--- src/rtl/prnRegsPkg.sv ---
package prnRegsPkg;
  localparam int BYTE_W = 8;

  localparam logic [2:0] MODE_COMPAT = 3'b000;
  localparam logic [2:0] MODE_BYTE   = 3'b001;
  localparam logic [2:0] MODE_FIFO   = 3'b010;
  localparam logic [2:0] MODE_ADRPSH = 3'b011;

  localparam int OFS_DATA = 0;
  localparam int OFS_STAT = 1;
  localparam int OFS_CTRL = 2;

  typedef enum logic [1:0] {
    RSEL_NONE,
    RSEL_PINS,
    RSEL_STAT,
    RSEL_CTRL
  } rdSel_e;

  typedef struct packed {
    logic   wrData;
    logic   wrCtrl;
    logic   fifoPush;
    logic   statRead;
    rdSel_e rdSel;
  } regCmd_t;
endpackage

--- src/rtl/prnCtrl.sv ---
module prnCtrl
  import prnRegsPkg::*;
#(
  parameter int ADDR_W = 3
) (
  input  logic [ADDR_W-1:0] busAddr,
  input  logic              busWr,
  input  logic              busRd,
  input  logic [2:0]        portMode,
  input  logic              dirBit,
  input  logic              fifoReady,
  output regCmd_t           cmd,
  output logic              driveOut,
  output logic              fifoValid
);
  logic hitData, hitStat, hitCtrl;
  logic modeFixedOut, modeLatches;

  always_comb begin
    hitData      = (busAddr == ADDR_W'(OFS_DATA));
    hitStat      = (busAddr == ADDR_W'(OFS_STAT));
    hitCtrl      = (busAddr == ADDR_W'(OFS_CTRL));
    modeFixedOut = (portMode == MODE_COMPAT) || (portMode == MODE_FIFO);
    modeLatches  = (portMode == MODE_COMPAT) || (portMode == MODE_BYTE);
    driveOut     = modeFixedOut || !dirBit;

    cmd.wrData   = busWr && hitData && modeLatches;
    cmd.fifoPush = busWr && hitData && (portMode == MODE_ADRPSH) && driveOut;
    cmd.wrCtrl   = busWr && hitCtrl;
    cmd.statRead = busRd && hitStat;

    if (!busRd)       cmd.rdSel = RSEL_NONE;
    else if (hitData) cmd.rdSel = RSEL_PINS;
    else if (hitStat) cmd.rdSel = RSEL_STAT;
    else if (hitCtrl) cmd.rdSel = RSEL_CTRL;
    else              cmd.rdSel = RSEL_NONE;

    fifoValid = cmd.fifoPush && fifoReady;
  end
endmodule

--- src/rtl/prnDatapath.sv ---
module prnDatapath
  import prnRegsPkg::*;
#(
  parameter int SYNC_STAGES = 2
) (
  input  logic              clk,
  input  logic              rstN,
  input  regCmd_t           cmd,
  input  logic [BYTE_W-1:0] busWdata,
  input  logic [BYTE_W-1:0] pinDataIn,
  input  logic              prnFaultN,
  input  logic              prnSelect,
  input  logic              prnPaperErr,
  input  logic              prnAckN,
  input  logic              prnBusy,
  output logic [BYTE_W-1:0] pinDataOut,
  output logic              dirBit,
  output logic [BYTE_W-1:0] busRdata,
  output logic              ctlStrobeN,
  output logic              ctlAutoFdN,
  output logic              ctlInitN,
  output logic              ctlSelInN,
  output logic              ackIrq
);
  localparam int CTL_W = 6;

  logic [BYTE_W-1:0]      dataReg;
  logic [CTL_W-1:0]       ctlReg;
  logic [SYNC_STAGES-1:0] ackSync;
  logic                   ackPrev;
  logic                   ackRise;
  logic [BYTE_W-1:0]      statusByte;

  // Output data latch
  always_ff @(posedge clk or negedge rstN) begin
    if (!rstN)           dataReg <= '0;
    else if (cmd.wrData) dataReg <= busWdata;
  end

  // Control register, only the low six bits exist
  always_ff @(posedge clk or negedge rstN) begin
    if (!rstN)           ctlReg <= '0;
    else if (cmd.wrCtrl) ctlReg <= busWdata[CTL_W-1:0];
  end

  // Acknowledge synchroniser chain
  genvar gi;
  generate
    for (gi = 0; gi < SYNC_STAGES; gi++) begin : g_sync
      if (gi == 0) begin : g_first
        always_ff @(posedge clk or negedge rstN) begin
          if (!rstN) ackSync[0] <= 1'b1;
          else       ackSync[0] <= prnAckN;
        end
      end else begin : g_next
        always_ff @(posedge clk or negedge rstN) begin
          if (!rstN) ackSync[gi] <= 1'b1;
          else       ackSync[gi] <= ackSync[gi-1];
        end
      end
    end
  endgenerate

  always_ff @(posedge clk or negedge rstN) begin
    if (!rstN) ackPrev <= 1'b1;
    else       ackPrev <= ackSync[SYNC_STAGES-1];
  end

  assign ackRise = ackSync[SYNC_STAGES-1] && !ackPrev;

  always_ff @(posedge clk or negedge rstN) begin
    if (!rstN)                            ackIrq <= 1'b0;
    else if (ackRise && ctlReg[4])        ackIrq <= 1'b1;
    else if (cmd.statRead || !ctlReg[4])  ackIrq <= 1'b0;
  end

  // Read path with one-cycle latency
  assign statusByte = {~prnBusy, prnAckN, prnPaperErr, prnSelect, prnFaultN, 3'b000};

  always_ff @(posedge clk or negedge rstN) begin
    if (!rstN) busRdata <= '0;
    else begin
      case (cmd.rdSel)
        RSEL_PINS: busRdata <= pinDataIn;
        RSEL_STAT: busRdata <= statusByte;
        RSEL_CTRL: busRdata <= {{(BYTE_W-CTL_W){1'b0}}, ctlReg};
        default:   busRdata <= '0;
      endcase
    end
  end

  // Printer line polarities
  assign pinDataOut = dataReg;
  assign dirBit     = ctlReg[5];
  assign ctlStrobeN = ~ctlReg[0];
  assign ctlAutoFdN = ~ctlReg[1];
  assign ctlInitN   =  ctlReg[2];
  assign ctlSelInN  = ~ctlReg[3];

  // a mode-gated data write lands in the latch
  a_r2_data_capture: assert property (@(posedge clk) disable iff (!rstN)
    cmd.wrData |=> (pinDataOut == $past(busWdata)));

  // an address push never disturbs the data latch
  a_r8_push_no_latch: assert property (@(posedge clk) disable iff (!rstN)
    (cmd.fifoPush && !cmd.wrData) |=> $stable(pinDataOut));

  a_r5_ctrl_top_zero: assert property (@(posedge clk) disable iff (!rstN)
    (cmd.rdSel == RSEL_CTRL) |=> (busRdata[7:6] == 2'b00));

  a_r9_irq_needs_enable: assert property (@(posedge clk) disable iff (!rstN)
    $rose(ackIrq) |-> $past(ctlReg[4]));

  a_r10_read_clears: assert property (@(posedge clk) disable iff (!rstN)
    (ackIrq && cmd.statRead && !ackRise) |=> !ackIrq);

  a_r11_idle_zero: assert property (@(posedge clk) disable iff (!rstN)
    (cmd.rdSel == RSEL_NONE) |=> (busRdata == '0));
endmodule

--- src/rtl/prnPortRegs.sv ---
module prnPortRegs
  import prnRegsPkg::*;
#(
  parameter int ADDR_W      = 3,
  parameter int SYNC_STAGES = 2
) (
  input  logic              clk,
  input  logic              rstN,
  input  logic [2:0]        portMode,
  input  logic [ADDR_W-1:0] busAddr,
  input  logic              busWr,
  input  logic              busRd,
  input  logic [7:0]        busWdata,
  output logic [7:0]        busRdata,
  input  logic [7:0]        pinDataIn,
  output logic [7:0]        pinDataOut,
  output logic              pinDataOe,
  input  logic              prnFaultN,
  input  logic              prnSelect,
  input  logic              prnPaperErr,
  input  logic              prnAckN,
  input  logic              prnBusy,
  output logic              ctlStrobeN,
  output logic              ctlAutoFdN,
  output logic              ctlInitN,
  output logic              ctlSelInN,
  output logic              ackIrq,
  output logic              fifoValid,
  input  logic              fifoReady,
  output logic [7:0]        fifoData,
  output logic              fifoTag
);
  regCmd_t cmd;
  logic    dirBit;

  prnCtrl #(.ADDR_W(ADDR_W)) u_ctrl (
    .busAddr  (busAddr),
    .busWr    (busWr),
    .busRd    (busRd),
    .portMode (portMode),
    .dirBit   (dirBit),
    .fifoReady(fifoReady),
    .cmd      (cmd),
    .driveOut (pinDataOe),
    .fifoValid(fifoValid)
  );

  prnDatapath #(.SYNC_STAGES(SYNC_STAGES)) u_dp (
    .clk        (clk),
    .rstN       (rstN),
    .cmd        (cmd),
    .busWdata   (busWdata),
    .pinDataIn  (pinDataIn),
    .prnFaultN  (prnFaultN),
    .prnSelect  (prnSelect),
    .prnPaperErr(prnPaperErr),
    .prnAckN    (prnAckN),
    .prnBusy    (prnBusy),
    .pinDataOut (pinDataOut),
    .dirBit     (dirBit),
    .busRdata   (busRdata),
    .ctlStrobeN (ctlStrobeN),
    .ctlAutoFdN (ctlAutoFdN),
    .ctlInitN   (ctlInitN),
    .ctlSelInN  (ctlSelInN),
    .ackIrq     (ackIrq)
  );

  assign fifoData = busWdata;
  assign fifoTag  = 1'b1;

  // a push is only offered while the pins face outward
  a_r8_push_outward: assert property (@(posedge clk) disable iff (!rstN)
    fifoValid |-> pinDataOe);
endmodule

--- config.mk ---
export PLATFORM = sky130hd
export DESIGN_NAME = prnPortRegs
export DESIGN_NICKNAME = d
export VERILOG_FILES = /design/src/rtl/prnRegsPkg.sv /design/src/rtl/prnCtrl.sv /design/src/rtl/prnDatapath.sv /design/src/rtl/prnPortRegs.sv
export SDC_FILE = /design/constraint.sdc
export NUM_CORES = 1
export LEC_CHECK = 0
export ABC_AREA = 1
export BUFFER_PORTS_ARGS = -buffer_cell sky130_fd_sc_hd__buf_4
export CAP_MARGIN = 10
export CORE_MARGIN = 10
export CORE_UTILIZATION = 50
export CTS_BUF_LIST = sky130_fd_sc_hd__clkbuf_8
export DETAILED_ROUTE_END_ITERATION = 10
export HOLD_SLACK_MARGIN = 0.1
export PLACE_DENSITY = 0.87
export REMOVE_ABC_BUFFERS = 1
export SLEW_MARGIN = 20
export SYNTH_ARGS = -nofsm -noshare
export SYNTH_HDL_FRONTEND = slang
export SYNTH_HIERARCHICAL = 1
export SYNTH_SLANG_ARGS = --single-unit
export TNS_END_PERCENT = 1
--- constraint.sdc ---
create_clock -name clk -period 1.9 [get_ports clk]
set_input_delay 0.38 -clock clk [delete_from_list [all_inputs] [get_ports clk]]
set_output_delay 0.38 -clock clk [all_outputs]
set_load 0.02 [all_outputs]
# Word level (Yosys, flattened, before mapping)
# Index checks and enable logic that the tools add are counted.
# Widths: inputs -> output; s select.
# op_classes
eq_ne	8
mux	7
bitwise	4
reduce_logical	19
# ops
operator	count
$pmux 8 s3	1
$eq 3x2->1 const B	3
$logic_and 1x1->1	9
$mux 2	4
$eq 3x1->1 const B	2
$logic_not 3->1	2
$eq 2x2->1 const B	2
$logic_or 1x1->1	4
$not 1->1	4
$logic_not 1->1	3
$eq 2x1->1 const B	1
$mux 1	2
$reduce_bool 2->1	1
# word_totals
reg_bits	26
in_bits	32
output_inout_bits	32
word_cells	45

# Logic depth before layout (Yosys ltp)
# Gate-level depths: netlist of the first run.
# logic_depth
word_depth	7
mapped_depth	8
mapped_depth_nobuf	7

# Modules after synthesis
# The synthesis of the first run kept the hierarchy.
# by_module_without_submodules
mod	n_inst	cells_each	area_per_inst_um2	seq_area_each_um2
prnDatapath	1	112	1051.0	654.4
prnCtrl	1	21	111.4	0.0
prnPortRegs	1	10	71.3	0.0

# Least setup slack after synthesis of the first run
# No wires, ideal clock.
# synth_timing
path_type	input to output
start	input busAddr[2]
end	output fifoValid
arrival_time_ns	0.869
required_time_ns	1.520
path_slack_ns	0.651
cell_stages	3
n_path_buf	0
path_cell_list	nor2_4 -> nand3_2 -> nor3_2
# synth_via
elab_chain_len	5
# synth_rtl
element	line	text
start: declaration	prnPortRegs.sv:10	input logic [ADDR_W-1:0] busAddr,
$logic_not 3->1	prnCtrl.sv:20	hitData = (busAddr == ADDR_W'(OFS_DATA));
$logic_and 1x1->1 (3 in a row)	prnCtrl.sv:28	cmd.fifoPush = busWr && hitData && (portMode == MODE_ADRPSH) && driveOut;
$logic_and 1x1->1	prnCtrl.sv:38	fifoValid = cmd.fifoPush && fifoReady;
end: declaration	prnPortRegs.sv:28	output logic fifoValid,
# No other way between the ends.

# Worst setup path after layout of the first run
# layout_timing
start	register u_dp.ctlReg[5]
end	output fifoValid
# layout_via
elab_chain_len	4
# layout_rtl
element	line	text
start: declaration	prnDatapath.sv:28	logic [CTL_W-1:0] ctlReg;
start signal: assignment	prnDatapath.sv:43	else if (cmd.wrCtrl) ctlReg <= busWdata[CTL_W-1:0];
$logic_not 1->1	prnCtrl.sv:25	driveOut = modeFixedOut || !dirBit;
$logic_or 1x1->1	prnCtrl.sv:25	
$logic_and 1x1->1	prnCtrl.sv:28	
$logic_and 1x1->1	prnCtrl.sv:38	
# No other way between the ends.

==> results of run 1 <==
[layout make-up]
cell class	instances	area [µm²]
Tap cell	28	35.03
Inverter	26	105.1
Clock inverter	1	30.03
Sequential cell	26	654.4
Fill cell	152	540.5
Timing Repair Buffer	67	505.5
Multi-Input combinational cell	77	364.1
Clock buffer	3	41.29
[repair_timing]
item                                   in CTS  in global routing
hold buffers                                1                  0
buffers inserted                            0                  0
endpoints found under the hold margin      23                  0
[registers in the layout, summed over array words and instances (netlist names)]
name	flops
u_dp/ctlReg	6
u_dp/ackIrq	1
u_dp/pinDataOut	8
u_dp/ackPrev	1
u_dp/busRdata	8
u_dp/ackSync	2
[final timing paths]
kind | startpoint | endpoint | slack [ns] | cells after the start
max | u_dp/ctlReg[5] | fifoValid | 0.28 | 4
max reg2reg | u_dp/ackPrev | u_dp/ackIrq | 1.10 | 3
min in group asynchronous | rstN | u_dp/busRdata[4] | 0.54 | 2
max in group asynchronous | rstN | u_dp/ackSync[0] | 1.07 | 2
min reg2reg | u_dp/ackSync[0] | u_dp/ackSync[1] | 0.36 | 0
min | prnAckN | u_dp/ackSync[0] | 0.23 | 1
[routing by layer]
layer | track usage [%] | vias to the layer above | part of all wire [%]
met3 | 5.706 | 6 | 12
met5 | 0 | - | 0
met2 | 20.97 | 59 | 48
li1 | - | 539 | -
met1 | 15.47 | 469 | 39
met4 | 6.652 | 0 | 1.6
[metrics by stage]
step	std cells	total power, µW
floorplan	129	864.3
global placement	223	1102
detailed placement	223	1118
CTS	228	1570
global route	228	1644
finish	228	1557
[power by group]
group          total (µW)  internal, µW  switching, µW
sequential            685           637           48.8
clock                 450           282            168
combinational         421           182            239
total                1560          1100            456
[layout by cell type (no fill, tap or decap), types with 2 or more instances in the layout]
cell type   n
buf_4      66
clkbuf_8    3
dfrtp_1    23
dfstp_2     3
inv_1      24
nand2_1    35
nand3_1    13
nor2_1      5
nor2_4      2
nor3_2      2
o21ai_0    15
==> summary.md, run 1 <==
| Metric | Value |
|---|---|
| Status | finished clean |
| CP required | 1.52 ns |
| Vias per Instance | 4.706 |
| Final hold viol count | 0 |
| Total core area | 2276 µm² |
| Crit. End Element | output pin |
| Cell family with most CP delay | flip-flops |
| Die Width | 69.60 µm |
| Critical path class | reg -> out |
| Worst clock skew | 0.002162 ns |
| Final Setup Violations | 0 |
| Fin area | 1735 µm² |
| CP arrival | 1.24 ns |
| DIE HEIGHT | 69.60 µm |
| Fraction of layout cells with a size suffix above 1 | 40.00% |
| PnR worst setup slack | 0.2793 ns |
| Drt pass-1 iters | 7 |
| Hold Slack | 0.2265 ns |
| Clock latency at the later pin of the worst-skew pair | 0.27 ns |
| Floorplan row count | 17 |
| Placed cell areas | 1654 µm² |
| Power Dens Cells | 897.0 nW/µm² |
| Clock-pin slew on the worst setup and hold paths | 0.09 ns |
| Detailed Route WL | 3278 µm |
| Vias | 1073 |
| Effective utilization at floorplan | 54.04% |
| Detailed router's first-iteration violation count | 54 |
| TritonCTS Buffers | 3 |
| Util after Layout | 76.25% |
| Diode count | 0 |
| Die Area | 4843 µm² |
| CTS root buf | clkbuf_8 |
| CTS tree | done |
| Setup WS pre-CTS | 0.4799 ns |
| DP HPWL | 2555 µm |
| DRC viols | 0 |
| Max clock buf depth | 2 |
| Grt total ovfl | 0 |
| CP max stage delay | 0.42 ns |
| Initial antenna violation count | 0 |
| First-pass GRT wire length | 5423 µm |
| GRT Resource Usage Total | 13.49% |
| CP Launch Type | flip-flop |
| H-Tree Depth | 1 |
| P&R area growth vs syn | 41.10% |
| Slew Limit Fails | 0 |
| Maximum operating frequency | 0.6170 GHz |
| DR WL/cell | 14.38 µm |
| Antenna Nets Post-Route | 0 |
| PortBufs | 62 |
| Routability cong. | 0.7994 |
| HP Class | in -> reg |
| MaxCap Viol Count | 0 |
| Syn Inst Count | 142 |
| Crit path max fanout | 4 |
| Mean post-synth cell area | 8.661 µm² |
| CP Cell Sequence | nor2_1 -> nand2_1 -> nor3_2 -> buf_4 |
| Pin count of the biggest net entering global routing | 27 |
| Mapped Area | 1230 µm² |
| Post-CTS Resized | 0 |
| Clock sinks | 26 |
| Post-layout min period | 1.621 ns |
| Syn. warnings | 6 |
| Leak | 0.0009392 µW |
| Max VDD drop | 0.6632 mV |
| RSZ-0062 raised after global routing | false |
| Nets | 233 |
| Crit-path slowest cell | dfrtp_1 |
| Vias in the first global route | 1163 |
| Setup TNS | 0 ns |
| Ports | 64 |
| Period utilization | 85.30% |
| Worst path bufs/invs | 1 |
Power figures use the tool's default switching activity.
==> run 2, diff against run 1 <==
--- a/config.mk
+++ b/config.mk
@@ -5,13 +5,13 @@
 export SDC_FILE = /design/constraint.sdc
 export NUM_CORES = 1
 export LEC_CHECK = 0
-export ABC_AREA = 1
 export BUFFER_PORTS_ARGS = -buffer_cell sky130_fd_sc_hd__buf_4
 export CAP_MARGIN = 10
 export CORE_MARGIN = 10
-export CORE_UTILIZATION = 50
+export CORE_UTILIZATION = 49
 export CTS_BUF_LIST = sky130_fd_sc_hd__clkbuf_8
 export DETAILED_ROUTE_END_ITERATION = 10
+export GPL_TIMING_DRIVEN = 0
 export HOLD_SLACK_MARGIN = 0.1
 export PLACE_DENSITY = 0.87
 export REMOVE_ABC_BUFFERS = 1
==> run 2 against run 1 <==
Net effect:
- sequential power decreased by 2%
- flip-flop and latch count did not move
- via count shrank 19%
- largest power group unchanged
==> summary.md, run 2 <==
| Metric | Value |
|---|---|
| Status | finished clean (unchanged) |
| CTS root buf | clkbuf_8 (unchanged) |
| Ports | 64 (unchanged) |
| Clock sinks | 26 (unchanged) |
| Total core area | 2233 µm² (was 2276 µm²) |
| CP arrival | 1.36 ns (was 1.24 ns) |
| HP Class | in -> reg (unchanged) |
| Clock latency at the later pin of the worst-skew pair | 0.26 ns (was 0.27 ns) |
| Maximum operating frequency | 0.5754 GHz (was 0.6170 GHz) |
| Routability cong. | 0.7691 (was 0.7994) |
| CP Launch Type | input pin (was flip-flop) |
| Finished Layout Cells | 175 (was 228) |
| Met3 WL | 405 µm (was 382 µm) |
| Die Width | 68.81 µm (was 69.60 µm) |
| Worst clock skew | 0.005836 ns (was 0.002162 ns) |
| Syn Inst Count | 92 (was 142) |
| Crit. End Element | output pin (unchanged) |
| DRC viols | 0 (unchanged) |
| Met1 WL | 1072 µm (was 1278 µm) |
| Worst slew pin tran | 0.6052 ns |
| H-Tree Depth | 1 (unchanged) |
| Max VDD drop | 0.7637 mV (was 0.6632 mV) |
| Antenna Nets Post-Route | 0 (unchanged) |
| Initial antenna violation count | 0 (unchanged) |
| Leak | 0.0008414 µW (was 0.0009392 µW) |
| Length of routed met2 wiring | 1466 µm (was 1563 µm) |
| Critical path class | in -> out (was reg -> out) |
| CP required | 1.52 ns (about the same) |
| Vias | 866 (was 1073) |
| Max clock buf depth | 2 (unchanged) |
| Final Setup Violations | 0 (unchanged) |
| Slew HR | 59.43% |
| Hold Slack | 0.2301 ns (was 0.2265 ns) |
| P&R area growth vs syn | 43.62% (was 41.10%) |
| DR WL/cell | 17.06 µm (was 14.38 µm) |
| Nets | 180 (was 233) |
| Drt pass-1 iters | 4 (was 7) |
| PnR worst setup slack | 0.1620 ns (was 0.2793 ns) |
| DIE HEIGHT | 68.81 µm (was 69.60 µm) |
| CTS tree | done (unchanged) |
| MaxCap Viol Count | 0 (unchanged) |
| Post-layout min period | 1.738 ns (was 1.621 ns) |
| Fraction of layout cells with a size suffix above 1 | 61.22% (was 40.00%) |
| Highest metal used | met4 (unchanged) |
| Util after Layout | 75.07% (was 76.25%) |
| Power Dens Cells | 909.3 nW/µm² (was 897.0 nW/µm²) |
| Mapped Area | 1167 µm² (was 1230 µm²) |
| Post-CTS setup repair buffer count | 0 (unchanged) |
| Vias in the first global route | 1008 (was 1163) |
| Slew Limit Fails | 0 (unchanged) |
| Syn. warnings | 6 (unchanged) |
| Period utilization | 91.47% (was 85.30%) |
| Detailed Route WL | 2986 µm (was 3278 µm) |
| Detailed router's first-iteration violation count | 12 (was 54) |
| Effective utilization at floorplan | 52.27% (was 54.04%) |
| Commonest non-fill, non-tap cells in the layout | 62 x buf_4, 23 x dfrtp_1, 13 x mux2_2, 5 x inv_1, 5 x a22o_1 (was 66 x buf_4, 35 x nand2_1, 24 x inv_1, 23 x dfrtp_1, 15 x o21ai_0) |
| Vias per Instance | 4.949 (was 4.706) |
| Grt total ovfl | 0 (unchanged) |
| RSZ-0062 raised after global routing | false (unchanged) |
| TritonCTS Buffers | 3 (unchanged) |
| Diode count | 0 (unchanged) |
| Dpl cells | 170 (was 223) |
| First-pass GRT wire length | 4588 µm (was 5423 µm) |
| Die Area | 4735 µm² (was 4843 µm²) |
| Setup WS pre-CTS | -0.4157 ns (was 0.4799 ns) |
| Crit path max fanout | 4 (unchanged) |
| Final hold viol count | 0 (unchanged) |
| Floorplan row count | 17 (unchanged) |
| PortBufs | 62 (unchanged) |
| Mean post-synth cell area | 12.69 µm² (was 8.661 µm²) |
| Pin count of the biggest net entering global routing | 27 (unchanged) |
| DP HPWL | 2483 µm (was 2555 µm) |
| GRT Resource Usage Total | 12.77% (was 13.49%) |
| Clock-pin slew on the worst setup and hold paths | 0.08 ns (was 0.09 ns) |
| Commonest non-fill, non-tap cell in the layout | buf_4 (unchanged) |
run 2: per-stage QoR:
stage                     total power (µW)  instance area, µm²  setup TNS, ns
final                                 1525                1677              0
after global placement                1074                1585         -4.166
after CTS                             1537                1672              0
after global routing                  1607                1677              0
after floorplan                      857.1                1085        -0.2437
after detailed placement              1090                1585         -4.294
run 2: area by class of cell:
cell class                 instances  area [µm²]
clock buffer                       3       41.29
clock inverter                     1       30.03
fill                             164       556.8
inverter                           5       18.77
multi-input combinational         49       421.7
sequential                        26       654.4
tap                               28       35.03
timing repair buffer              63       475.5
run 2: repair_timing:
| item | in CTS | in global routing |
|---|---|---|
| endpoints found under the setup margin | 8 | 0 |
| resized for setup | 1 | 0 |
| hold buffers | 1 | 0 |
| hold endpoints to repair | 23 | 0 |
run 2: final timing paths:
| path | slack, ns | start | cells past startpoint | end |
|---|---|---|---|---|
| setup reg to reg | 0.92 | u_dp/ctlReg[5] | 2 | u_dp/busRdata[5] |
| setup / recovery | 0.16 | busAddr[2] | 4 | fifoValid |
| hold / removal | 0.23 | prnAckN | 1 | u_dp/ackSync[0] |
| min in group asynchronous | 0.55 | rstN | 2 | u_dp/busRdata[3] |
| max in group asynchronous | 1.06 | rstN | 2 | u_dp/ackSync[0] |
| hold reg to reg | 0.36 | u_dp/ackSync[0] | 0 | u_dp/ackSync[1] |
run 2: per-layer routing:
metal | track usage, % | up-vias
met2 | 22.00 | 42
li1 | - | 412
met4 | 4.680 | 0
met3 | 6.924 | 4
met1 | 12.79 | 408
met5 | 0 | -
run 2: where the power goes:
part | internal (µW) | switching, µW
combinational | 202 | 205
clock | 281 | 165
sequential | 630 | 41.5
run 2: worst max-delay path, cell delays in order:
cell,delay [ns]
buf_4,0.12
or3b_4,0.40
nor4_2,0.27
buf_4,0.19
